==> src/rtl/wc_pkg.sv <==
package wc_pkg;

    localparam int WC_WORD_W = 32;
    localparam int WC_BPW    = 4;
    localparam int WC_LOOPS  = 2;

    typedef enum logic [1:0] {
        ST_IDLE  = 2'd0,
        ST_TEST  = 2'd1,
        ST_SHIFT = 2'd2,
        ST_FIN   = 2'd3
    } wc_state_e;

    typedef struct packed {
        wc_state_e st;
        logic      neg;
    } wc_ctrl_t;

    typedef struct packed {
        logic load;
        logic save;
        logic shift;
        logic fin;
    } wc_strobe_t;

endpackage

==> src/rtl/wc_loop_ctr.sv <==
module wc_loop_ctr #(
    parameter int W     = 32,
    parameter int BPW   = 4,
    parameter int LOOPS = 2
) (
    input  logic clk,
    input  logic rst,
    input  logic preset,
    input  logic step,
    output logic last
);
    localparam logic [W:0] STEP_V   = (W+1)'(BPW);
    localparam logic [W-1:0] PRESET = W'(-(LOOPS * BPW));

    logic [W-1:0] cnt_q;
    logic [W:0]   sum;

    assign sum  = {1'b0, cnt_q} + STEP_V;
    assign last = sum[W];

    always_ff @(posedge clk) begin
        if (rst)         cnt_q <= '0;
        else if (preset) cnt_q <= PRESET;
        else if (step)   cnt_q <= sum[W-1:0];
    end
endmodule

==> src/rtl/wc_shifter.sv <==
module wc_shifter #(
    parameter int W = 32
) (
    input  logic [W-1:0] din,
    input  logic         fill,
    output logic [W-1:0] dout
);
    assign dout = {fill, din[W-1:1]};
endmodule

==> src/rtl/wc_ctrl.sv <==
module wc_ctrl
    import wc_pkg::*;
(
    input  logic       clk,
    input  logic       rst,
    input  logic       start,
    input  logic       last,
    input  logic       sign_bit,
    output wc_ctrl_t   ctrl,
    output wc_strobe_t strb
);
    wc_ctrl_t ctrl_q, ctrl_d;

    always_comb begin
        ctrl_d = ctrl_q;
        strb   = '0;
        unique case (ctrl_q.st)
            ST_IDLE: if (start) begin
                strb.load = 1'b1;
                ctrl_d.st = ST_TEST;
            end
            ST_TEST: begin
                strb.save  = 1'b1;
                ctrl_d.neg = sign_bit;
                ctrl_d.st  = ST_SHIFT;
            end
            ST_SHIFT: begin
                strb.shift = 1'b1;
                if (last) ctrl_d.st = ST_FIN;
            end
            ST_FIN: begin
                strb.fin  = 1'b1;
                ctrl_d.st = ST_IDLE;
            end
            default: ctrl_d.st = ST_IDLE;
        endcase
    end

    always_ff @(posedge clk) begin
        if (rst) ctrl_q <= '{st: ST_IDLE, neg: 1'b0};
        else     ctrl_q <= ctrl_d;
    end

    assign ctrl = ctrl_q;
endmodule

==> src/rtl/wc_split.sv <==
module wc_split
    import wc_pkg::*;
#(
    parameter int W     = WC_WORD_W,
    parameter int BPW   = WC_BPW,
    parameter int LOOPS = WC_LOOPS
) (
    input  logic         clk,
    input  logic         rst,
    input  logic         start,
    input  logic [W-1:0] a_in,
    input  logic [W-1:0] b_in,
    output logic [W-1:0] a_out,
    output logic [W-1:0] b_out,
    output logic [W-1:0] c_out,
    output logic         busy,
    output logic         done
);
    localparam logic [W-1:0] SEL_MASK = W'(BPW - 1);

    logic [W-1:0] a_q, b_q, c_q, sav_q, b_shr;
    logic         done_q, last;
    wc_ctrl_t     ctrl;
    wc_strobe_t   strb;

    wc_ctrl u_ctrl (
        .clk      (clk),
        .rst      (rst),
        .start    (start),
        .last     (last),
        .sign_bit (b_q[W-1]),
        .ctrl     (ctrl),
        .strb     (strb)
    );

    wc_loop_ctr #(.W(W), .BPW(BPW), .LOOPS(LOOPS)) u_ctr (
        .clk    (clk),
        .rst    (rst),
        .preset (strb.load),
        .step   (strb.shift),
        .last   (last)
    );

    wc_shifter #(.W(W)) u_shr (
        .din  (b_q),
        .fill (ctrl.neg),
        .dout (b_shr)
    );

    always_ff @(posedge clk) begin
        if (rst) begin
            a_q    <= '0;
            b_q    <= '0;
            c_q    <= '0;
            sav_q  <= '0;
            done_q <= 1'b0;
        end else begin
            done_q <= strb.fin;
            if (strb.load) begin
                a_q <= a_in;
                b_q <= a_in;
                c_q <= b_in;
            end
            if (strb.save)  sav_q <= a_q;
            if (strb.shift) b_q   <= b_shr;
            if (strb.fin) begin
                b_q   <= sav_q & SEL_MASK;
                a_q   <= b_q;
                sav_q <= '0;
            end
        end
    end

    assign a_out = a_q;
    assign b_out = b_q;
    assign c_out = c_q;
    assign busy  = (ctrl.st != ST_IDLE);
    assign done  = done_q;
endmodule

==> config.mk <==
export PLATFORM = sky130hd
export DESIGN_NAME = wc_split
export DESIGN_NICKNAME = d
export VERILOG_FILES = /design/src/rtl/wc_pkg.sv /design/src/rtl/wc_loop_ctr.sv /design/src/rtl/wc_shifter.sv /design/src/rtl/wc_ctrl.sv /design/src/rtl/wc_split.sv
export SDC_FILE = /design/constraint.sdc
export NUM_CORES = 1
export LEC_CHECK = 0
export BUFFER_PORTS_ARGS = -buffer_cell sky130_fd_sc_hd__buf_4
export CAP_MARGIN = 10
export CORE_MARGIN = 8
export CORE_UTILIZATION = 35
export DETAILED_ROUTE_END_ITERATION = 8
export MAX_ROUTING_LAYER = met4
export PLACE_DENSITY_LB_ADDON = 0.1
export SLEW_MARGIN = 10
export SYNTH_ARGS = -nofsm -noshare
export SYNTH_HDL_FRONTEND = slang
export SYNTH_SLANG_ARGS = --single-unit
export TNS_END_PERCENT = 10
==> constraint.sdc <==
create_clock -name clk -period 4.1 [get_ports clk]
set_input_delay 0.82 -clock clk [delete_from_list [all_inputs] [get_ports clk]]
set_output_delay 0.82 -clock clk [all_outputs]
set_load 0.1 [all_outputs]
==> metrics.yaml, run 1 <==
synth_area_um2: 5690
setup_ws_ps: 1190
firstDrtPassIters: 4
htreeDepth: 4
antenna_left: 0
dp_slack_ps: 1230
power_uw: 7460
cts_tree: "built"
n_antenna_cell: 0
routed_wl_um: 18200
pwr-share-seq_pct: 27.3
leakagePower_uw: 0.00317
async_reset_ff_share_pct: 0
drtIter0Drc: 303
clk_pin_slew_ps: 60
synth_top_family_by_area: "simple AND/OR/NAND/NOR gates"
synth.avg_cell_area_um2: 8.21
slew_violations: 0
drc: 0
yosys.area.top_type_share_pct: 46.5
synth_xor_area_share_pct: 1.69
hp-start: "c_out[26]$_SDFFE_PP0P_"
syn-num-nets: 766
synthCells: 693
ys_ff_latch: 132
cts_buffers: 17
hold_violations: 0
p_sw_uw: 3920
cts_resized: 0
clkPwrFrac_pct: 21.6
irDropWorstVdd_v: 0.000597
postCtsHoldBufs: 0
vias: 5539
cts-root-buf: "clkbuf_16"
portBuffers: 164
relSlewSlack_pct: 24.0
syn_to_final_growth_pct: 34.1
hp-class: "flop to flop"
synth_edf_count: 0
cts_buffer_depth: 2
grt_util_all_layers_pct: 18.2
grt_pass1_wl_um: 29000
worstMarginPinSlew_ps: 1130
p_per_area_nw_per_um2: 978
dpl_cell_area_um2: 7010
period_share_pct: 71.0
fillers: 1566
startpoint: "u_ctrl.ctrl[1]$_SDFFE_PP0P_"
grt_pass1_vias: 5652
viasPerCell: 5.28
setup_violations: 0
cp_data_arrival_time_ps: 3190
ioPinCount: 165
ys_seq_area_share_pct: 46.5
whs_ps: 455
power_frac_comb_pct: 51.1
die_h_um: 143
fin_setup_tns_ps: 0
hpwlAfterDp_um: 12200
clk_latency_ps: 420
required_ps: 4380
die_area_um2: 20600
fmax_mhz: 344
core_um2: 15900
synthTopCellsByArea: "dfxtp_1, a211oi_1, nor3_1, nand2_1, nor2_1"
synth_cell_types: 46
crit_type: "flop to flop"
ys_warn_count: 0
synth-adder-area-share_pct: 1.32
synth_ff_type: "dfxtp_1"
cts_setup_buffers: 0
grt_max_degree: 63
cts_sinks: 132
swShare_pct: 52.6
skew_ps: 7.18
cp-start-kind: "flop"
power_report.internal_total_uw: 3540
nets: 894
final_area_um2: 7630
die-width_um: 143
end_kind: "flop"
outcome: "finished clean"
synth_largest_area_cell: "dfxtp_1"
wl_per_cell_um: 17.3
rsz0062_at_grt: "false"
floorplan.initialDensity_pct: 35.8
path_max_fanout: 35
rows: 46
synth_compound_area_share_pct: 17.6
yosys.area_share.simple_pct: 27.6
antenna_found_initial: 0
r2r_start: "u_ctrl.ctrl[1]$_SDFFE_PP0P_"
grt_overflow: 0
synth.area.mux_share_pct: 0.704
place_congestion: 0.811
finalCriticalPeriod_ps: 2910
cap_violations: 0
drive_above_1_share_pct: 25.8
metrics by stage:
step | util, % | cells
5_1_grt | 48.0 | 1049
4_1_cts | 48.0 | 1049
6_report | 48.0 | 1049
3_5_place_dp | 44.1 | 1018
2_1_floorplan | - | 693
3_3_place_gp | 44.1 | 1018
power groups by stage:
| stage | combinational (uW) | sequential (uW) | clock, uW |
|---|---|---|---|
| 6_report | 3810 | 2040 | 1610 |
| 4_1_cts | 3840 | 2030 | 1640 |
| 3_5_place_dp | 3840 | 2050 | 0 |
| 5_1_grt | 4000 | 2090 | 1700 |
| 2_1_floorplan | 991 | 4030 | 0 |
| 3_3_place_gp | 3800 | 2040 | 0 |
cells by family (layout without fill, tap and decap cells):
kind of cell,after synthesis,count (layout)
fa+ha+maj,6,6
simple gates,324,324
flops,132,132
mux,4,4
buf+inv,69,209
xor+xnor,11,11
compound gates,147,147
flip-flops by register name (all words and copies together), names as in the netlist:
name	flops
a_out	32
b_out	32
c_out	32
u_ctr.cnt_q	30
u_ctrl.ctrl	3
sav_q	2
done	1
Yosys cell counts (2+ instances only):
cell type,count
a2111oi_0,2
a211o_1,2
a211oi_1,67
a21oi_1,49
a311o_1,2
a311oi_1,2
a31o_2,2
a31oi_1,7
and2_1,2
and3_1,35
and4_1,3
buf_1,2
buf_2,2
clkbuf_1,56
dfxtp_1,132
ha_1,6
inv_1,7
mux2i_1,4
nand2_1,85
nand2b_1,2
nand3_1,10
nand4_1,6
nand4_4,2
nor2_1,78
nor3_1,77
nor4_1,8
o211ai_1,2
o311a_1,2
o31ai_1,5
or2_2,3
or3_1,3
or4_1,5
xnor2_1,7
xor2_1,4
critical path: stages (launching register included):
cell and delay (ps):
dfxtp_1 390, ha_1 700, clkinv_1 1140, o211ai_1 410, a21oi_1 110
routing by layer:
| metal | track usage, % | vias to the layer above | part of all wire (%) |
|---|---|---|---|
| li1 | - | 2742 | - |
| met4 | 7.53 | 0 | 1.9 |
| met2 | 29.2 | 118 | 49 |
| met3 | 4.55 | 24 | 4.4 |
| met5 | - | - | 0 |
| met1 | 21.4 | 2655 | 45 |
cell type report:
cell class,instances,area [um2],area share [%]
clock buffer,19,443,5.81
multi-input combinational,492,2790,36.6
tap,216,270,3.54
clock inverter,12,176,2.31
timing repair buffer,170,1280,16.7
sequential,132,2640,34.6
inverter,8,30.0,0.394
final timing paths:
| check | endpoint | slack (ps) | cells past startpoint |
|---|---|---|---|
| max | b_out[0]$_SDFFE_PP0P_ | 1190 | 4 |
| min | c_out[26]$_SDFFE_PP0P_ | 460 | 2 |
| max reg2reg | b_out[0]$_SDFFE_PP0P_ | 1190 | 4 |
| min reg2reg | c_out[26]$_SDFFE_PP0P_ | 460 | 2 |
layout by cell type, fill, tap and decap left out, drive strengths merged, types with 4 or more instances in the layout:
cell type / Yosys / routed
a211oi: 67 / 67
a21oi: 49 / 49
a31oi: 7 / 7
and3: 35 / 35
and4: 4 / 4
buf: 5 / 170
bufinv: 0 / 4
clkbuf: 56 / 19
clkinv: 1 / 4
dfxtp: 132 / 132
ha: 6 / 6
inv: 7 / 10
mux2i: 4 / 4
nand2: 85 / 85
nand3: 11 / 11
nand4: 8 / 8
nor2: 78 / 78
nor3: 78 / 78
nor4: 8 / 8
o31ai: 5 / 5
or4: 5 / 5
xnor2: 7 / 7
xor2: 4 / 4
(Power assumes the default switching activity.)
==> run 2, diff against run 1 <==
clock period = 3 ns   (was 4.1 ns; I/O delays follow)
==> metrics.yaml, run 2 (synthesis gave the netlist of run 1 again) <==
outcome: "finished clean"
crit_type: "flop to output port"
hp-class: "primary input to flop"
holdPathEnd: "c_out[25]$_SDFFE_PP0P_"
cp_data_arrival_time_ps: 1820
crit_path_top_delay_cell: "dfxtp_1"
nets: 900
final_cells: 1051
grt_util_all_layers_pct: 18.3
skew_ps: 8.76
setup_ws_ps: 581
use_met2_pct: 29.0
cts_resized: 0
dp.cells: 1024
end_kind: "output port"
global_route.usage.met1_pct: 21.9
floorplan.initialDensity_pct: 35.8
busiest_layer: "met2"
cp-start-kind: "flop"
clk_pin_slew_ps: 60
path_max_fanout: 14
cts_tree: "built"
cts-root-buf: "clkbuf_16"
grt_max_degree: 67
leakagePower_uw: 0.00316
wl_per_cell_um: 17.4
fillers: 1633
fin_util_pct: 47.8
firstDrtPassIters: 5
grt_pass1_vias: 5531
hp-start: "b_in[25]"
fmax_mhz: 413
irDropWorstVdd_v: 0.000746
n_antenna_cell: 0
core_um2: 15900
setup_violations: 0
cts_buffers: 17
grt_overflow: 0
portBuffers: 164
rsz0062_at_grt: "false"
crit_chain: "inv_1 > ha_1 > buf_4 > inv_1 > buf_4"
finalCriticalPeriod_ps: 2420
relSlewSlack_pct: 33.6
die-width_um: 143
met3_usage_pct: 5.01
drc: 0
hold_depth: 3
grt_pass1_wl_um: 29000
p_per_area_nw_per_um2: 1310
reg2reg_to: "u_ctrl.ctrl[2]$_SDFFE_PP0P_"
drive_above_1_share_pct: 26.0
slew_violations: 0
final_cell_mix: "buf_4, dfxtp_1, nand2_1"
dp_slack_ps: 653
viasPerCell: 5.33
cap_violations: 0
ff2ff_setup_slack_ps: 720
mostFrequentLayoutCell: "buf_4"
antenna_found_initial: 0
postCtsHoldBufs: 0
cts_setup_buffers: 0
required_ps: 2400
hold_violations: 0
vias: 5605
die_h_um: 143
routed_wl_um: 18300
period_share_pct: 80.6
ioPinCount: 165
clk_latency_ps: 410
worstMarginPinSlew_ps: 995
fin_setup_tns_ps: 0
hpwlAfterDp_um: 12700
path_buf_inv: 4
path_delay_family: "buffers and inverters"
cpPeakStageDelay_ps: 380
cts_buffer_depth: 2
die_area_um2: 20600
syn_to_final_growth_pct: 33.5
place_congestion: 0.767
reg2reg_depth: 7
drtIter0Drc: 398
rows: 46
htreeDepth: 4
antenna_left: 0
cts_sinks: 132
r2r_start: "u_ctrl.ctrl[1]$_SDFFE_PP0P_"
run 2: changes by cell type in the layout (fill, tap and decap cells not counted):
cell and change:
clkinvlp_4 -1, clkbuf_8 +2, buf_4 +5, inv_6 -3
clkinv_2 +1, bufinv_16 -3, buf_12 +1
run 2: cell type report:
cell class / instances / area [um2] / area share [%]
multi-input cells: 492 / 2790 / 36.7
flip-flops and latches: 132 / 2640 / 34.8
repair buffers: 176 / 1330 / 17.6
clock buffers: 21 / 470 / 6.20
well taps: 216 / 270 / 3.56
clock inverters: 6 / 57.6 / 0.758
inverters: 8 / 30.0 / 0.395
run 2: worst max path at each step:
stage / from / depth (start not counted) / to / slack, ps
6_report: u_ctrl.ctrl[1]$_SDFFE_PP0P_ / 5 / busy / 580
5_1_grt: u_ctrl.ctrl[1]$_SDFFE_PP0P_ / 7 / u_ctr.cnt_q[29]$_SDFFE_PP0P_ / 460
4_1_cts: u_ctrl.ctrl[1]$_SDFFE_PP0P_ / 5 / busy / 560
3_5_place_dp: start / 5 / c_out[23]$_SDFFE_PP0P_ / 650
3_3_place_gp: start / 5 / c_out[19]$_SDFFE_PP0P_ / 730
2_1_floorplan: u_ctrl.ctrl[1]$_SDFFE_PP0P_ / 5 / busy / 870
run 2: routing by layer:
layer / wire length, um / vias to the layer above / part of all wire (%)
met5: 0 / - / 0
met4: 348 / 0 / 1.9
met3: 914 / 19 / 5.0
met2: 9090 / 159 / 50
met1: 7960 / 2683 / 43
li1: - / 2744 / -
run 2: per-stage QoR:
stage / hold slack (ps) / total power [uW] / instance area [um2]
after global placement: 437 / 8030 / 7070
after floorplan: 431 / 6870 / 5690
final: 438 / 9930 / 7590
after global routing: 419 / 10400 / 7590
after CTS: 416 / 10000 / 7590
after detailed placement: 448 / 8080 / 7070
run 2: worst reg2reg max path: cells and delay by family (launching register included):
kind,cells,cell delay [ps]
buffers and inverters,2,350
adder cells (fa/ha/maj),1,340
AO/OA/AOI/OAI,1,410
flip-flops,1,380
AND/OR/NAND/NOR,3,650
run 2: report_power, final:
part	leakage [uW]	internal, uW	switching [uW]	total [uW]
Sequential	0.00109	2280	508	2790
Clock	0.000262	1170	715	1890
Combinational	0.00182	1170	4080	5250
